[src/rtl/pick_pkg.sv]
package pick_pkg;
    typedef enum logic {
        MODE_FIRST_COME = 1'b0,
        MODE_OPEN_ROW   = 1'b1
    } sched_mode_e;
endpackage

[src/rtl/slot_qualify.sv]
module slot_qualify #(
    parameter int RANK_W         = 1,
    parameter int BANK_W         = 2,
    parameter int ROW_W          = 8,
    parameter int TIME_W         = 16,
    parameter int BANKS_PER_RANK = 4,
    parameter int NBANK          = 8,
    localparam int BID_W         = (NBANK > 1) ? $clog2(NBANK) : 1
) (
    input  logic [RANK_W-1:0]       rank,
    input  logic [BANK_W-1:0]       bank,
    input  logic [ROW_W-1:0]        row,
    input  logic [NBANK-1:0]        bank_row_open,
    input  logic [NBANK*ROW_W-1:0]  bank_open_row,
    input  logic [NBANK*TIME_W-1:0] bank_free_at,
    input  logic [TIME_W-1:0]       now,
    input  logic [NBANK-1:0]        early_mask,
    output logic                    is_hit,
    output logic                    is_ready
);
    logic [BID_W-1:0]  bid;
    logic [ROW_W-1:0]  open_row;
    logic [TIME_W-1:0] free_at;

    always_comb begin
        bid      = BID_W'(int'(rank) * BANKS_PER_RANK + int'(bank));
        open_row = bank_open_row[bid*ROW_W +: ROW_W];
        free_at  = bank_free_at[bid*TIME_W +: TIME_W];
        is_hit   = bank_row_open[bid] && (open_row == row);
        is_ready = (free_at <= now) || early_mask[bid];
    end
endmodule

[src/rtl/first_set.sv]
module first_set #(
    parameter int N     = 8,
    localparam int IDX_W = (N > 1) ? $clog2(N) : 1
) (
    input  logic [N-1:0]     req,
    output logic             found,
    output logic [IDX_W-1:0] idx
);
    always_comb begin
        found = 1'b0;
        idx   = '0;
        for (int i = N - 1; i >= 0; i--) begin
            if (req[i]) begin
                found = 1'b1;
                idx   = IDX_W'(i);
            end
        end
    end
endmodule

[src/rtl/req_picker.sv]
module req_picker #(
    parameter int DEPTH          = 8,
    parameter int RANKS          = 2,
    parameter int BANKS_PER_RANK = 4,
    parameter int ROW_W          = 8,
    parameter int TIME_W         = 16,
    localparam int NBANK         = RANKS * BANKS_PER_RANK,
    localparam int RANK_W        = (RANKS > 1) ? $clog2(RANKS) : 1,
    localparam int BANK_W        = (BANKS_PER_RANK > 1) ? $clog2(BANKS_PER_RANK) : 1,
    localparam int IDX_W         = (DEPTH > 1) ? $clog2(DEPTH) : 1
) (
    input  logic                    clk,
    input  logic                    rst_n,
    input  logic                    sel_req,
    input  logic                    sched_mode,
    input  logic [DEPTH-1:0]        ent_valid,
    input  logic [DEPTH*RANK_W-1:0] ent_rank,
    input  logic [DEPTH*BANK_W-1:0] ent_bank,
    input  logic [DEPTH*ROW_W-1:0]  ent_row,
    input  logic [NBANK-1:0]        bank_row_open,
    input  logic [NBANK*ROW_W-1:0]  bank_open_row,
    input  logic [NBANK*TIME_W-1:0] bank_free_at,
    input  logic [TIME_W-1:0]       now,
    input  logic [NBANK-1:0]        early_mask,
    output logic                    mask_req,
    output logic                    pick_vld,
    output logic [IDX_W-1:0]        pick_idx
);
    import pick_pkg::*;

    typedef struct packed {
        logic             vld;
        logic [IDX_W-1:0] idx;
    } pick_t;

    pick_t st_d, st_q;

    logic [DEPTH-1:0] hit_v, ready_v, qual_v;
    logic             head_found, qual_found;
    logic [IDX_W-1:0] head_idx, qual_idx;
    sched_mode_e      mode;

    for (genvar g = 0; g < DEPTH; g++) begin : g_slot
        slot_qualify #(
            .RANK_W(RANK_W), .BANK_W(BANK_W), .ROW_W(ROW_W), .TIME_W(TIME_W),
            .BANKS_PER_RANK(BANKS_PER_RANK), .NBANK(NBANK)
        ) u_qual (
            .rank          (ent_rank[g*RANK_W +: RANK_W]),
            .bank          (ent_bank[g*BANK_W +: BANK_W]),
            .row           (ent_row[g*ROW_W +: ROW_W]),
            .bank_row_open (bank_row_open),
            .bank_open_row (bank_open_row),
            .bank_free_at  (bank_free_at),
            .now           (now),
            .early_mask    (early_mask),
            .is_hit        (hit_v[g]),
            .is_ready      (ready_v[g])
        );
    end

    assign qual_v = ent_valid & (hit_v | ready_v);

    first_set #(.N(DEPTH)) u_head (
        .req(ent_valid), .found(head_found), .idx(head_idx)
    );
    first_set #(.N(DEPTH)) u_qual (
        .req(qual_v), .found(qual_found), .idx(qual_idx)
    );

    always_comb begin
        mode     = sched_mode_e'(sched_mode);
        mask_req = sel_req && (mode == MODE_OPEN_ROW) && |(ent_valid & ~hit_v);
        st_d     = st_q;
        st_d.vld = sel_req && head_found;
        if (sel_req) begin
            if (mode == MODE_OPEN_ROW && qual_found)
                st_d.idx = qual_idx;
            else
                st_d.idx = head_idx;
        end
    end

    always_ff @(posedge clk or negedge rst_n) begin
        if (!rst_n) st_q <= '0;
        else        st_q <= st_d;
    end

    assign pick_vld = st_q.vld;
    assign pick_idx = st_q.idx;
endmodule

[config.mk]
export PLATFORM = sky130hd
export DESIGN_NAME = req_picker
export DESIGN_NICKNAME = d
export VERILOG_FILES = /design/src/rtl/pick_pkg.sv /design/src/rtl/slot_qualify.sv /design/src/rtl/first_set.sv /design/src/rtl/req_picker.sv
export SDC_FILE = /design/constraint.sdc
export NUM_CORES = 1
export LEC_CHECK = 0
export BUFFER_PORTS_ARGS = -buffer_cell sky130_fd_sc_hd__buf_2
export CORE_ASPECT_RATIO = 1.5
export CORE_MARGIN = 2
export CORE_UTILIZATION = 53
export DETAILED_ROUTE_END_ITERATION = 8
export PLACE_DENSITY = 0.77
export SYNTH_ARGS = -nofsm -noshare
export SYNTH_HDL_FRONTEND = slang
export SYNTH_SLANG_ARGS = --single-unit
[constraint.sdc]
create_clock -name clk -period 3.4 [get_ports clk]
set_input_delay 0.34 -clock clk [delete_from_list [all_inputs] [get_ports clk]]
set_output_delay 0.34 -clock clk [all_outputs]
set_load 0.005 [all_outputs]
==> out/qor.yml <==
timing:
  setup_viol: 4
  grt_setup_unrepaired: "true"
  fin_crit_ps: 3850
  setup_slack_ps: -452
  fin_worst_skew_ps: 0
  period_share: 1.13
  tightest_slew_ps: 822
  fmax_mhz: 260
  slew_headroom: 0.448
  slew_violations: 0
  hold_viol: 0
  hold_ws_ps: 468
detailed_routing:
  via_per_inst: 8.02
  drt-initial-drc-count: 2398
  routed_wl_um: 83000
  vias: 18989
  drtAntennaViolNets: 0
  drcViolationCount: 0
  dr.pass1.iters: 6
  wl_per_cell_um: 35.1
logic_synthesis:
  synth_cell_types: 66
  synth_area_um2: 16500
  synthCells: 1319
  synthFlopType: "dfrtp_1"
  ys_async_sr_fraction: 1.00
  seq_area_frac_synth: 0.00608
  ys_seq_elements: 4
  synthesis.nets: 1771
  syn_avg_cell_area_um2: 12.5
  synth-edff-count: 0
  yosys_warnings: 0
floorplanning:
  die_height_um: 220
  coreArea_um2: 30800
  io_pins: 329
  dieArea_um2: 32500
  die_w_um: 148
  rows: 79
  start_util: 0.534
setup_path:
  max_stage_delay_ps: 470
  cp_top_family: "compound AO/OA/AOI/OAI gates"
  reg2reg_from: "pick_idx[1]"
  worstSetupPathType: "input pin to flip-flop"
  ff2ff_path_depth: 2
  worstPathCellList: "buf_16 -> buf_12 -> buf_4 -> mux4_2 -> mux2_2 -> ha_1 -> nand4_1 -> a211oi_2 -> buf_4 -> o31ai_2 -> a22oi_2 -> nand4_4 -> o31ai_4 -> nor4b_2 -> a311o_1"
  ff2ff_setup_slack_ps: 2370
  path_max_fanout: 6
  path_buf_inv: 4
  crit_path_start_kind: "input pin"
  cp_slowest_cell: "mux4_2"
  crit_arrival_ps: 3960
  crit_path_start: "ent_bank[8]"
  crit_top_cell: "buf_4"
  required_ps: 3510
  critPathCaptureType: "flip-flop"
  cp.depth: 15
outcome:
  failed_checks: "setup timing"
  outcome: "finished with violations"
power_and_ir_drop:
  ir_drop_mv: 0.126
  p_per_area_nw_per_um2: 192
  power.static_leakage_nw: 9.68
global_routing:
  grt_max_degree: 27
  grt_pass1_wl_um: 118000
  track_usage: 0.492
  antenna_found_initial: 6
  grt_pass1_vias: 19267
  gr-total-overflow: 0
placement:
  hpwlAfterDp_um: 60400
  placed_cells: 2302
  gp_congestion: 1.06
  numPortBuffers: 328
flow_run:
  maxCapViolCount: 0
clock_tree:
  clk_latency_ps: 230
  clkTransAtPathRegs_ps: 30
  clock_sinks: 4
  ctsLongestPathBuffers: 2
  root_buffer: "clkbuf_16"
  htreeDepth: 1
  tritoncts: "done"
  cts_buffers: 3
finish:
  fillers: 1989
  nets: 2412
  area_growth_pct: 40.0
  final_layout_size_suffix_gt1_frac: 0.698
  stdcell_count: 2368
min_path:
  hp-class: "input pin to asynchronous set/reset pin"
-- timing repair --
item | CTS | global route
pin swaps | 44 | 27
hold buffers | 1 | 0
gates cloned | 7 | 1
setup buffers | 44 | 7
resized for setup | 120 | 62
hold endpoints to repair | 4 | 0
setup endpoints to repair | 4 | 4
-- layout make-up --
class	instances	area [um^2]	area share
inverter	22	82.6	0.00358
sequential	4	100	0.00434
clock buffer	3	75.1	0.00326
timing repair buffer	755	5880	0.255
tap	405	507	0.0220
multi-input combinational	1174	16400	0.711
antenna	5	12.5	0.000543
-- through the flow --
| stage | utilization | setup slack [ps] | area, um^2 | setup TNS (ps) | power, W |
|---|---|---|---|---|---|
| final | 0.748 | -452 | 23100 | -1530 | 0.00442 |
| after global routing | 0.748 | -537 | 23100 | -1770 | 0.00456 |
| after CTS | 0.734 | -292 | 22600 | -806 | 0.00409 |
| after detailed placement | 0.694 | -949 | 21400 | -3360 | 0.00367 |
| after global placement | 0.694 | -907 | 21400 | -3240 | 0.00356 |
| after floorplan | - | -279 | 17000 | -571 | 0.00216 |
-- layer usage --
layer,vias to the layer above,wire length [um],GRT usage
li1,7079,-,-
met1,9092,23300,0.519
met2,2017,36900,0.784
met3,795,11500,0.135
met4,6,11300,0.476
met5,-,42,0
-- synthesized netlist by cell type, drive strengths merged (19+ instances only) --
master / instances / share of area
buf: 85 / 0.027
inv: 22 / 0.0050
clkbuf: 34 / 0.0078
xor2: 26 / 0.014
xnor2: 32 / 0.017
o21ai: 23 / 0.0070
nand3: 19 / 0.0061
mux2i: 134 / 0.081
nor2b: 26 / 0.0099
mux2: 149 / 0.10
nand2: 21 / 0.0048
ha: 128 / 0.097
a21oi: 41 / 0.012
mux4: 376 / 0.51
-- sequential cells by signal (all words and copies together), names as in the netlist --
register and flops:
pick_vld 1, pick_idx 3
-- report_power, final --
part / switching, W / total, W / internal, W
logic: 0.00204 / 0.00417 / 0.00213
registers: 0.00000701 / 0.0000606 / 0.0000536
clock network: 0.0000396 / 0.000190 / 0.000151
-- final timing paths --
| check | endpoint |
|---|---|
| worst max register to register | pick_idx[1] |
| min in group clk | pick_idx[2] |
| worst min-delay path | pick_idx[2] |
| worst max-delay path | pick_idx[1] |
| worst min register to register | pick_idx[2] |
| max in group asynchronous | pick_idx[0] |
-- cell families after synthesis --
family / share of synthesized area
mux: 0.698
simple gates: 0.0546
compound gates: 0.0732
buf+inv: 0.0402
fa+ha+maj: 0.0973
flops: 0.00608
xor+xnor: 0.0308
-- cells in the final DEF (no fill, tap or decap), types with 8 or more instances in the layout --
cell,netlist,final
o22ai_1,11,10
nor3_1,13,11
mux2_4,0,14
mux2_2,149,135
buf_12,1,55
nand3_1,18,14
nor2_1,13,9
ha_4,0,15
ha_1,128,113
o21ai_0,23,13
buf_2,33,315
o211ai_1,9,9
a21oi_1,41,37
buf_4,12,350
inv_1,22,22
xnor2_1,32,30
and3_1,13,10
nor2b_1,26,24
o21ai_1,0,9
buf_6,4,18
nand2b_1,10,9
a21o_1,16,16
nand2_1,21,19
xor2_1,26,26
o21a_1,8,8
mux2i_1,134,128
nor4_1,16,10
buf_16,0,8
nand4_1,14,14
mux4_2,375,375
Power figures use the tool's default switching activity.
